--- src/rtl/hp_gpe_pkg.sv ---
package hp_gpe_pkg;
  localparam int ADDR_W = 5;
  localparam int DATA_W = 32;
  localparam logic [ADDR_W-1:0] A_STS_BASE = 5'h00;
  localparam logic [ADDR_W-1:0] A_EN_BASE  = 5'h02;
  localparam logic [ADDR_W-1:0] A_INS      = 5'h08;
  localparam logic [ADDR_W-1:0] A_REM      = 5'h0C;
  localparam logic [ADDR_W-1:0] A_EJECT    = 5'h10;
endpackage

--- src/rtl/hp_gpe_regs.sv ---
module hp_gpe_regs
  import hp_gpe_pkg::*;
#(
  parameter int BYTES  = 2,
  parameter int HP_BIT = 1
) (
  input  logic                 clk,
  input  logic                 rst_n,
  input  logic                 wr,
  input  logic [ADDR_W-1:0]    addr,
  input  logic [7:0]           wdata,
  input  logic                 hp_event,
  output logic [8*BYTES-1:0]   sts,
  output logic [8*BYTES-1:0]   en,
  output logic                 sci
);
  localparam int GPE_W = 8 * BYTES;

  logic [GPE_W-1:0] sts_q, en_q, sts_d, en_d;
  logic             sci_q;

  always_comb begin
    sts_d = sts_q;
    en_d  = en_q;
    for (int b = 0; b < BYTES; b++) begin
      if (wr && addr == A_STS_BASE + ADDR_W'(b))
        sts_d[b*8 +: 8] = sts_q[b*8 +: 8] & ~wdata;
      if (wr && addr == A_EN_BASE + ADDR_W'(b))
        en_d[b*8 +: 8] = wdata;
    end
    if (hp_event) sts_d[HP_BIT] = 1'b1;
  end

  always_ff @(posedge clk) begin
    if (!rst_n) begin
      sts_q <= '0;
      en_q  <= '0;
      sci_q <= 1'b0;
    end else begin
      sts_q <= sts_d;
      en_q  <= en_d;
      sci_q <= hp_event & en_q[HP_BIT];
    end
  end

  assign sts = sts_q;
  assign en  = en_q;
  assign sci = sci_q;


  sci_one_cycle_chk: assert property (@(posedge clk) disable iff (!rst_n)
    sci_q |=> !sci_q);

  sci_follows_event_chk: assert property (@(posedge clk) disable iff (!rst_n)
    (hp_event && en_q[HP_BIT]) |=> sci_q);

  event_sets_status_chk: assert property (@(posedge clk) disable iff (!rst_n)
    hp_event |=> sts_q[HP_BIT]);

  status_no_rise_chk: assert property (@(posedge clk) disable iff (!rst_n)
    !hp_event |=> ((sts_q & ~$past(sts_q)) == '0));
endmodule

--- src/rtl/hp_slot_maps.sv ---
module hp_slot_maps
  import hp_gpe_pkg::*;
#(
  parameter int SLOTS = 32
) (
  input  logic                     clk,
  input  logic                     rst_n,
  input  logic                     wr,
  input  logic [ADDR_W-1:0]        addr,
  input  logic [SLOTS-1:0]         wdata,
  input  logic                     hp_event,
  input  logic [$clog2(SLOTS)-1:0] hp_slot,
  input  logic                     hp_insert,
  output logic [SLOTS-1:0]         ins_map,
  output logic [SLOTS-1:0]         rem_map
);
  logic [SLOTS-1:0] ins_q, rem_q, ins_d, rem_d;

  always_comb begin
    ins_d = ins_q;
    rem_d = rem_q;
    if (hp_event) begin
      ins_d = '0;
      rem_d = '0;
      if (hp_insert) ins_d[hp_slot] = 1'b1;
      else           rem_d[hp_slot] = 1'b1;
    end else if (wr && addr == A_INS) begin
      ins_d = wdata;
    end else if (wr && addr == A_REM) begin
      rem_d = wdata;
    end
  end

  always_ff @(posedge clk) begin
    if (!rst_n) begin
      ins_q <= '0;
      rem_q <= '0;
    end else begin
      ins_q <= ins_d;
      rem_q <= rem_d;
    end
  end

  assign ins_map = ins_q;
  assign rem_map = rem_q;


  event_one_bit_chk: assert property (@(posedge clk) disable iff (!rst_n)
    hp_event |=> ($countones({ins_q, rem_q}) == 1));

  event_side_chk: assert property (@(posedge clk) disable iff (!rst_n)
    (hp_event && hp_insert) |=> (rem_q == '0));
endmodule

--- src/rtl/hp_eject_port.sv ---
module hp_eject_port #(
  parameter int SLOTS = 32
) (
  input  logic                     clk,
  input  logic                     rst_n,
  input  logic                     wr_ej,
  input  logic [SLOTS-1:0]         wdata,
  output logic                     ej_valid,
  input  logic                     ej_ready,
  output logic [$clog2(SLOTS)-1:0] ej_slot
);
  localparam int SLOT_W = $clog2(SLOTS);

  logic [SLOT_W-1:0] low_idx;
  logic              valid_q;
  logic [SLOT_W-1:0] slot_q;

  always_comb begin
    low_idx = '0;
    for (int i = SLOTS - 1; i >= 0; i--)
      if (wdata[i]) low_idx = SLOT_W'(i);
  end

  always_ff @(posedge clk) begin
    if (!rst_n) begin
      valid_q <= 1'b0;
      slot_q  <= '0;
    end else if (valid_q) begin
      if (ej_ready) valid_q <= 1'b0;
    end else if (wr_ej && (|wdata)) begin
      valid_q <= 1'b1;
      slot_q  <= low_idx;
    end
  end

  assign ej_valid = valid_q;
  assign ej_slot  = slot_q;


  ej_hold_chk: assert property (@(posedge clk) disable iff (!rst_n)
    (valid_q && !ej_ready) |=> (valid_q && $stable(slot_q)));

  ej_release_chk: assert property (@(posedge clk) disable iff (!rst_n)
    (valid_q && ej_ready) |=> !valid_q);

  ej_zero_chk: assert property (@(posedge clk) disable iff (!rst_n)
    (!valid_q && wr_ej && wdata == '0) |=> !valid_q);

  ej_cause_chk: assert property (@(posedge clk) disable iff (!rst_n)
    $rose(valid_q) |-> $past(wr_ej));
endmodule

--- src/rtl/hp_gpe_notify.sv ---
module hp_gpe_notify
  import hp_gpe_pkg::*;
#(
  parameter int SLOTS  = 32,
  parameter int BYTES  = 2,
  parameter int HP_BIT = 1
) (
  input  logic                     clk,
  input  logic                     rst_n,
  input  logic                     bus_wr,
  input  logic [ADDR_W-1:0]        bus_addr,
  input  logic [DATA_W-1:0]        bus_wdata,
  output logic [DATA_W-1:0]        bus_rdata,
  input  logic                     hp_event,
  input  logic [$clog2(SLOTS)-1:0] hp_slot,
  input  logic                     hp_insert,
  output logic                     sci,
  output logic                     ej_valid,
  input  logic                     ej_ready,
  output logic [$clog2(SLOTS)-1:0] ej_slot
);
  localparam int GPE_W = 8 * BYTES;

  logic [GPE_W-1:0] sts, en;
  logic [SLOTS-1:0] ins_map, rem_map;
  logic             wr_ej;

  assign wr_ej = bus_wr && (bus_addr == A_EJECT);

  hp_gpe_regs #(.BYTES(BYTES), .HP_BIT(HP_BIT)) u_gpe (
    .clk(clk), .rst_n(rst_n), .wr(bus_wr), .addr(bus_addr),
    .wdata(bus_wdata[7:0]), .hp_event(hp_event),
    .sts(sts), .en(en), .sci(sci)
  );

  hp_slot_maps #(.SLOTS(SLOTS)) u_maps (
    .clk(clk), .rst_n(rst_n), .wr(bus_wr), .addr(bus_addr),
    .wdata(bus_wdata[SLOTS-1:0]), .hp_event(hp_event),
    .hp_slot(hp_slot), .hp_insert(hp_insert),
    .ins_map(ins_map), .rem_map(rem_map)
  );

  hp_eject_port #(.SLOTS(SLOTS)) u_eject (
    .clk(clk), .rst_n(rst_n), .wr_ej(wr_ej),
    .wdata(bus_wdata[SLOTS-1:0]),
    .ej_valid(ej_valid), .ej_ready(ej_ready), .ej_slot(ej_slot)
  );

  always_comb begin
    bus_rdata = '0;
    for (int b = 0; b < BYTES; b++) begin
      if (bus_addr == A_STS_BASE + ADDR_W'(b)) bus_rdata = DATA_W'(sts[b*8 +: 8]);
      if (bus_addr == A_EN_BASE + ADDR_W'(b))  bus_rdata = DATA_W'(en[b*8 +: 8]);
    end
    if (bus_addr == A_INS) bus_rdata = DATA_W'(ins_map);
    if (bus_addr == A_REM) bus_rdata = DATA_W'(rem_map);
  end
endmodule

--- config.mk ---
export PLATFORM = sky130hd
export DESIGN_NAME = hp_gpe_notify
export DESIGN_NICKNAME = d
export VERILOG_FILES = /design/src/rtl/hp_gpe_pkg.sv /design/src/rtl/hp_gpe_regs.sv /design/src/rtl/hp_slot_maps.sv /design/src/rtl/hp_eject_port.sv /design/src/rtl/hp_gpe_notify.sv
export SDC_FILE = /design/constraint.sdc
export NUM_CORES = 1
export LEC_CHECK = 0
export BUFFER_PORTS_ARGS = -buffer_cell sky130_fd_sc_hd__buf_2
export CAP_MARGIN = 20
export CORE_UTILIZATION = 50
export DETAILED_ROUTE_END_ITERATION = 8
export PLACE_DENSITY_LB_ADDON = 0.2
export SLEW_MARGIN = 25
export SYNTH_ARGS = -nofsm -noshare
export SYNTH_HDL_FRONTEND = slang
export SYNTH_HIERARCHICAL = 1
export SYNTH_SLANG_ARGS = --single-unit
--- constraint.sdc ---
create_clock -name clk -period 2 [get_ports clk]
set_clock_uncertainty 0.05 [all_clocks]
set_input_delay 0.1 -clock clk [delete_from_list [all_inputs] [get_ports clk]]
set_output_delay 0.1 -clock clk [all_outputs]
set_load 0.01 [all_outputs]
# Yosys cells after proc, flatten, opt, wreduce, memory -nomap -nowiden

Index checks and enable logic that the tools add are counted.

Input bits: 48
Flip-flop bits (word level): 103
Logic and storage cells: 92

Equality and inequality tests: 7
Mux-type cells: 52
Order comparisons: 2
Bitwise gates (word level): 5
Reduce and logical (&&, ||, !) cells: 16

Operators by type and width:

| kind                                                               | number |
|---|---|
| 2-to-1 mux 32 bit                                                  | 12 |
| 2-to-1 mux 5 bit                                                   | 32 |
| OR reduction 32 bit                                                | 1 |
| bitwise AND 8 bit                                                  | 2 |
| == test 5 x 2 -> 1 bit (second input constant)                     | 2 |
| == test 5 x 4 -> 1 bit (second input constant)                     | 2 |
| logical AND 1 bit                                                  | 9 |
| 2-to-1 mux 8 bit                                                   | 1 |
| inverter 8 bit                                                     | 1 |
| < comparator 5 x 6 -> 1 bit (second input constant)                | 1 |
| nonzero test 2 bit                                                 | 3 |
| demux 1 bit (select 5 bit)                                         | 1 |
| == test 5 x 1 -> 1 bit (second input constant)                     | 1 |
| == test 5 bit (second input constant)                              | 1 |
| greater-or-equal comparator 5 x 1 -> 1 bit (second input constant) | 1 |
| logical NOT 5 bit                                                  | 1 |
| 2-to-1 mux 1 bit                                                   | 5 |
| AND reduction 2 bit                                                | 2 |
| 2-to-1 mux 2 bit                                                   | 1 |
| != test 2 bit (second input constant)                              | 1 |
| bitwise AND 1 bit                                                  | 1 |
| inverter 1 bit                                                     | 1 |

# Longest topological paths before layout

Gate-level depths: netlist (run 1).

Word-level depth: 32
Mapped depth: 10
Gate-level depth less buffers: 7

# By module

Netlist (run 1), hierarchy kept.

By module, submodules not included:

| module        | times used | area each (um2) | seq. area each (um2) | cells an instance |
|---|---|---|---|---|
| hp_slot_maps  | 1          | 3039.2          | 1281.2               | 355 |
| hp_gpe_regs   | 1          | 1181.1          | 660.6                | 119 |
| hp_gpe_notify | 1          | 957.2           | 0.0                  | 143 |
| hp_eject_port | 1          | 688.2           | 120.1                | 87 |

# Least setup slack after synthesis (run 1)

OpenSTA, ideal clock, no wires.

Path type: input to register
Start: input bus_addr[1]
End: register u_eject.slot_q[0], in the netlist u_eject/ej_slot[0]
Setup time: 0.116 ns
Arrival time: 1.653 ns
Required time: 1.834 ns
Buffers on the path: 3
Slack: 0.180 ns
Stages on the path: 10
Path through: buf_4 -> or3_1 -> buf_2 -> nor3_1 -> nand2b_1 -> a41oi_1 -> nand2b_4 -> buf_6 -> nor2_1 -> a41o_1

Longest elaborated chain between the ends: 4

Ends and longest elaborated chain:

| item                                 | RTL line            | source |
|---|---|---|
| start: declaration                   | hp_gpe_notify.sv:11 | `input logic [ADDR_W-1:0] bus_addr,` |
| == test 5 bit                        | hp_gpe_notify.sv:28 | `assign wr_ej = bus_wr && (bus_addr == A_EJECT);` |
| logical AND 1 bit                    | hp_gpe_notify.sv:28 |  |
| named net wr_ej                      | hp_gpe_notify.sv:26 | `logic wr_ej;` |
| logical AND 1 bit                    | hp_eject_port.sv:30 | `end else if (wr_ej && (\|wdata)) begin` |
| AND reduction 2 bit (no source line) | -                   |  |
| end signal: assignment               | hp_eject_port.sv:32 | `slot_q <= low_idx;` |
| end: declaration                     | hp_eject_port.sv:16 | `logic [SLOT_W-1:0] slot_q;` |

The timed path passes the listed nets, and every way through them passes these cells.
A chain may end at the register's enable or synchronous reset.

# Final worst setup path (run 1)

Start: input bus_addr[4]
End: output bus_rdata[5]

Longest elaborated chain between the ends: 7
Elaborated cells between the ends (all ways): 12

Ends and longest elaborated chain:

| item                  | RTL line            | source |
|---|---|---|
| logical NOT 5 bit     | hp_gpe_notify.sv:52 | `if (bus_addr == A_STS_BASE + ADDR_W'(b)) bus_rdata = DATA_W'(sts[b*8 +: 8]);` |
| 2-to-1 mux 8 bit      | hp_gpe_notify.sv:52 |  |
| 2-to-1 mux 32 bit     | hp_gpe_notify.sv:53 | `if (bus_addr == A_EN_BASE + ADDR_W'(b)) bus_rdata = DATA_W'(en[b*8 +: 8]);` |
| 2-to-1 mux 32 bit     | hp_gpe_notify.sv:52 |  |
| 2-to-1 mux 32 bit     | hp_gpe_notify.sv:53 |  |
| 2-to-1 mux 32 bit     | hp_gpe_notify.sv:55 | `if (bus_addr == A_INS) bus_rdata = DATA_W'(ins_map);` |
| 2-to-1 mux 32 bit (*) | hp_gpe_notify.sv:56 | `if (bus_addr == A_REM) bus_rdata = DATA_W'(rem_map);` |
| end: declaration      | hp_gpe_notify.sv:13 | `output logic [DATA_W-1:0] bus_rdata,` |

Mark *: on every way between the ends. The rest lies on a longest branch, timed or not.

==> reports/qor.csv, run 1 <==
stage,metric,value,unit
global_routing,grt_pass1_vias,5106,
cts,cts_tree,yes,
synth,synth_seq_cells,103,
finish,final_common_cell,a21oi_1,
finish,area_growth,13.5,%
floorplan,fp-row-count,39,
global_routing,grt_antenna_before_repair,0,
timing,fin_crit_sh,91.4,%
cts,post-cts-setup-buffer-count,0,
synth,ys_types,70,
route,wl_per_cell,20.6,um
timing,fmax,547,MHz
route,wl,18700,um
critical_path,crit_chain,buf_2 > or2_1 > nor2_1 > o2bb2ai_1 > o32ai_1 > buf_2,
global_routing,grt_usage,30.4,%
finish,fin_area,6660,um2
critical_path,critPathKind,input pin to primary output,
run,drv_cap,0,
floorplan,core_area,11400,um2
floorplan,die_width,110,um
finish,fin_nets,806,
timing,drv_slew,0,
synth,async_flop_share,0,%
timing,setup-violations-final,0,
critical_path,end_kind,primary output,
cts,clk_path_buf_depth,2,
placed_design,io_buffers,86,
critical_path,cp.depth,6,
floorplan,ios,87,
synth,synth_area_leader_cell,dfxtp_1,
synth,avgSynthCellArea,8.33,um2
pwr,p_leak,2.62,nW
cts,cts-buffers-inserted,9,
pwr,p_sw,1.26,mW
floorplan,fp.dieH,110,um
synth,yosys.area_share.simple,24.8,%
cts,clockRootBuffer,clkbuf_16,
pwr,p_int,3.39,mW
placed_design,dpl.hpwl,12300,um
critical_path,start_kind,input pin,
synth,muxShareOfSynthArea,2.90,%
global_routing,overflow,0,
synth,netlist_instances,704,
route,drc,0,
global_routing,grt_pass1_wl,27900,um
pwr,peakVddDrop,0.359,mV
synth,ys_top_cells_by_area,"dfxtp_1 (35%), a221oi_1 (9.6%), a21oi_1 (8.9%)",
critical_path,crit_required,1.85,ns
pwr,pwr_density_cell,699,nW/um2
synth,yosysSeqAreaShare,35.2,%
placed_design,gp_congestion,0.966,
synth,synth-xor-area-share,0,%
global_routing,grt_use_met1,45.1,%
cts,hold_buffers,1,
global_routing,use_met3,6.47,%
synth,synthAdderAreaFrac,0,%
floorplan,die-area,12200,um2
cts,cts_resized,0,
worst_hold_path,hold_path.class,input pin to register,
finish,fill_cells,1051,
timing,finalHoldViolCount,0,
critical_path,arrival,1.68,ns
timing,tns,0,ns
critical_path,max_stage_delay,0.50,ns
synth,syn_nets,752,
critical_path,worst_path_max_delay_cell,or2_1,
timing,worstMarginPinSlew,0.695,ns
synth,synth_edf_count,0,
worst_hold_path,hold_depth,2,
global_routing,met2_usage,42.9,%
route,vias_per_cell,6.43,
finish,most-common-layout-cells,"a21oi_1 (104), dfxtp_1 (103), buf_2 (86), nor2_1 (81), a221oi_1 (64)",
synth,synth_top_area_share,35.2,%
global_routing,busiest_layer,met1,
global_routing,grt_max_degree,65,
cts,clock-sinks,103,
floorplan,start_util,51.4,%
cts,clk_pin_slew,0.07,ns
cts,clk_latency,0.34,ns
critical_path,cp_max_fo,15,
timing,period_minus_slack,1.83,ns
synth,synth-main-ff-cell,dfxtp_1,
route,drt_iter0_markers,786,
timing,rsz0062_at_grt,no,
status,status,completed,
critical_path,reg2reg_depth,5,
timing,max_slew_margin,53.7,%
synth,yosysWarnings,6,
synth,synth_top_family_by_area,compound AO/OA/AOI/OAI gates,
timing,hold_slack,0.0287,ns
pwr,p_sw_share,27.1,%
finish,drive_gt1_share,22.8,%
route,ant_nets,0,
synth,syn_area,5870,um2
finish,diodes,0,
pwr,power_frac_seq,47.1,%
synth,synth_compound_area_share,29.5,%
critical_path,cp_num_buf_inv,2,
cts,htreeDepth,3,
pwr,power_frac_clock,38.4,%
pwr,combPwrFrac,14.5,%
critical_path,critPathTopFamily,simple AND/OR/NAND/NOR gates,
critical_path,crit_path_frequent_cell,buf_2,
route,vias,5826,
route,firstDrtPassIters,6,
placed_design,placed_area,6350,um2
metal layers:
layer / vias up / wire [um]
li1: 2714 / -
met1: 2692 / 8030
met2: 374 / 8070
met3: 46 / 2040
met4: 0 / 533
met5: - / 0
sequential cells by signal, indices dropped and copies added, names as in the netlist:
register          flops
u_maps/ins_map       32
u_maps/rem_map       32
u_gpe/en             16
u_gpe/sts            16
u_eject/ej_slot       5
u_eject/ej_valid      1
u_gpe/sci             1
synth_stat cells, types with 3 or more instances:
| cell type | instances |
|---|---|
| inv_1 | 19 |
| nor2_1 | 81 |
| nor3b_2 | 3 |
| dfxtp_1 | 103 |
| buf_4 | 3 |
| o311ai_1 | 6 |
| clkbuf_1 | 23 |
| and3b_1 | 3 |
| or4_1 | 3 |
| a41o_1 | 3 |
| a221oi_1 | 64 |
| mux2i_1 | 17 |
| and4b_1 | 3 |
| o21ai_0 | 18 |
| nor3b_4 | 3 |
| nor3_1 | 10 |
| buf_1 | 3 |
| nand3b_1 | 10 |
| buf_6 | 9 |
| a22o_2 | 24 |
| a211oi_1 | 3 |
| nand2b_1 | 4 |
| nor4_2 | 3 |
| a21oi_1 | 104 |
| and3_1 | 3 |
| nor2b_1 | 36 |
| nand3_1 | 3 |
| nor4_1 | 6 |
| buf_2 | 25 |
| clkbuf_2 | 5 |
| nand2_1 | 52 |
| or3_1 | 4 |
cell families (layout without fill, tap and decap cells):
logic type,count (synthesis),count (layout)
AOI/OAI and AO/OA,246,246
muxes,17,17
buffers and inverters,89,148
and+or+nand+nor,249,249
DFF,103,103
stage by stage:
stage               setup slack [ns]  std cells  util, %  total power [mW]
floorplan                      0.180        704        -              2.63
global placement               0.242        889     55.6              2.87
detailed placement             0.216        889     55.6              2.89
CTS                            0.256        906     58.3              4.65
global route                   0.105        906     58.3              4.83
finish                         0.172        906     58.3              4.65
worst paths after layout:
kind	from	endpoint	slack, ns
worst min register to register	u_gpe/sts[12]	u_gpe/sts[12]	0.39
worst max-delay path	bus_addr[4]	bus_rdata[5]	0.17
worst max register to register	u_eject/ej_valid	u_eject/ej_slot[0]	0.64
worst min-delay path	bus_wdata[5]	u_gpe/sts[5]	0.03
power groups by stage:
stage	sequential (mW)	combinational, mW	clock (mW)
finish	2.19	0.673	1.79
global placement	2.23	0.636	0
floorplan	2.22	0.411	0
CTS	2.19	0.656	1.81
global route	2.20	0.721	1.91
detailed placement	2.24	0.651	0
area by class of cell:
class / count / area [um2] / area share [%]
multi-input combinational: 512 / 3350 / 50.4
sequential: 103 / 2060 / 31.0
timing repair buffer: 111 / 683 / 10.3
clock buffer: 12 / 246 / 3.70
tap: 143 / 179 / 2.69
inverter: 21 / 78.8 / 1.18
clock inverter: 4 / 55.1 / 0.827
(Power assumes the default switching activity.)
==> inputs of run 2 (changes only) <==
- HOLD_SLACK_MARGIN: unset -> 0.12
- PLACE_DENSITY_LB_ADDON: 0.2 -> 0.25
==> reports/qor.csv, run 2 (synthesis results as in run 1) <==
stage,metric,value,unit,change
cts,cts_tree,yes,,
timing,setup-violations-final,0,,unchanged
route,drt_iter0_markers,627,,-20%
floorplan,core_area,11400,um2,unchanged
placed_design,gp_congestion,0.906,,-6.2%
global_routing,overflow,0,,unchanged
critical_path,critPathKind,input pin to register,,
run,drv_cap,0,,unchanged
pwr,p_leak,2.68,nW,+2.2%
critical_path,crit_required,2.19,ns,+0.34 ns
critical_path,worst_path_max_delay_cell,and4b_1,,
cts,clk_latency,0.34,ns,about the same
timing,tns,0,ns,unchanged
timing,period_minus_slack,1.77,ns,-0.0562 ns
status,status,completed,,
critical_path,arrival,1.96,ns,+0.28 ns
floorplan,start_util,51.4,%,unchanged
timing,rsz0062_at_grt,no,,
route,ant_nets,0,,unchanged
global_routing,grt_usage,30.1,%,-0.31 points
route,wl_per_cell,20.0,um,-3.0%
timing,fin_ws,0.228,ns,+0.0562 ns
floorplan,fp.dieH,110,um,unchanged
finish,fill_cells,1037,,-1.3%
global_routing,grt_pass1_vias,5190,,+1.6%
finish,most-common-layout-cells,"a21oi_1 (104), dfxtp_1 (103), buf_2 (86), nor2_1 (81), a221oi_1 (64)",,
route,vias,5913,,+1.5%
critical_path,crit_chain,dlygate4sd3_1 > buf_2 > and4b_1 > a21oi_1 > a221oi_1,,
cts,clk_pin_slew,0.07,ns,about the same
finish,area_growth,15.3,%,
finish,fin_nets,813,,+0.87%
cts,htreeDepth,3,,unchanged
global_routing,grt_max_degree,65,,unchanged
cts,cts-buffers-inserted,9,,unchanged
placed_design,io_buffers,86,,unchanged
cts,clock-sinks,103,,unchanged
critical_path,cp_max_fo,15,,unchanged
route,firstDrtPassIters,5,,-1
pwr,pwr_density_cell,743,nW/um2,+6.3%
cts,clockRootBuffer,clkbuf_16,,
global_routing,grt_antenna_before_repair,1,,+1
critical_path,end_kind,register,,
cts,clk_path_buf_depth,2,,unchanged
floorplan,ios,87,,unchanged
route,drc,0,,unchanged
timing,fmax,564,MHz,+3.2%
timing,worstMarginPinSlew,0.702,ns,+0.00793 ns
placed_design,place_worst_setup_slack,0.183,ns,-0.0332 ns
timing,fin_crit_sh,88.6,%,-2.8 points
floorplan,die-area,12200,um2,unchanged
timing,finalHoldViolCount,0,,unchanged
route,vias_per_cell,6.47,,+0.60%
floorplan,fp-row-count,39,,unchanged
finish,drive_gt1_share,22.7,%,-0.077 points
worst_hold_path,hold_path.class,input pin to register,,
route,wl,18300,um,-2.1%
critical_path,start_kind,input pin,,
pwr,peakVddDrop,0.458,mV,+28%
global_routing,grt_pass1_wl,27700,um,-0.79%
timing,max_slew_margin,53.2,%,-0.53 points
critical_path,max_stage_delay,0.58,ns,+0.08 ns
placed_design,dpl.hpwl,12000,um,-3.0%
floorplan,die_width,110,um,unchanged
timing,drv_slew,0,,unchanged
finish,final_common_cell,a21oi_1,,
run 2: area by class of cell:
type,instances,area (um2),area share (%)
tap,143,179,2.65
sequential,103,2060,30.5
clock inverter,7,143,2.11
multi-input combinational,512,3350,49.6
clock buffer,9,225,3.33
inverter,21,78.8,1.17
antenna,1,2.50,0.0370
timing repair buffer,118,721,10.7
run 2: metrics by stage:
step                instance area (um2)  total power, mW  instances  util [%]  hold slack, ns
floorplan                          5870             2.63        704         -           0.137
global placement                   6290             2.86        887      55.1           0.360
detailed placement                 6290             2.87        887      55.1           0.365
CTS                                6760             5.02        913      59.2           0.219
global route                       6760             5.20        913      59.2           0.251
finish                             6760             5.02        914      59.2           0.232
run 2: layer usage:
| metal | share of wire (%) | vias to the layer above | track usage [%] |
|---|---|---|---|
| met1 | 44 | 2810 | 43.5 |
| met3 | 9.3 | 50 | 5.53 |
| li1 | - | 2740 | - |
| met4 | 3.4 | 0 | 12.7 |
| met2 | 44 | 313 | 43.7 |
| met5 | 0 | - | 0 |
run 2: path summary, 6_finish.rpt:
path,start,cells past startpoint,endpoint,slack [ns]
max reg2reg,u_eject/ej_valid,5,u_eject/ej_slot[0],0.62
max,hp_event,5,u_maps/ins_map[2],0.23
min reg2reg,u_gpe/sts[8],2,u_gpe/sts[8],0.38
min,bus_wdata[24],4,u_maps/ins_map[24],0.23
run 2: timing repair:
item / 4_1_cts / 5_1_grt
setup buffers: 0 / 0
resized for setup: 0 / 1
hold endpoints to repair: 28 / 0
hold buffers: 10 / 0
setup endpoints to repair: 0 / 1
run 2: where the power goes:
part | internal, mW | switching, mW
registers | 2.14 | 0.0506
logic | 0.245 | 0.429
clock network | 1.35 | 0.805
total | 3.74 | 1.28
run 2: critical path: cells and delay by family:
family          cells  cell delay (ns)
simple gates        1             0.58
compound gates      2             0.51
buf+inv             2             0.77
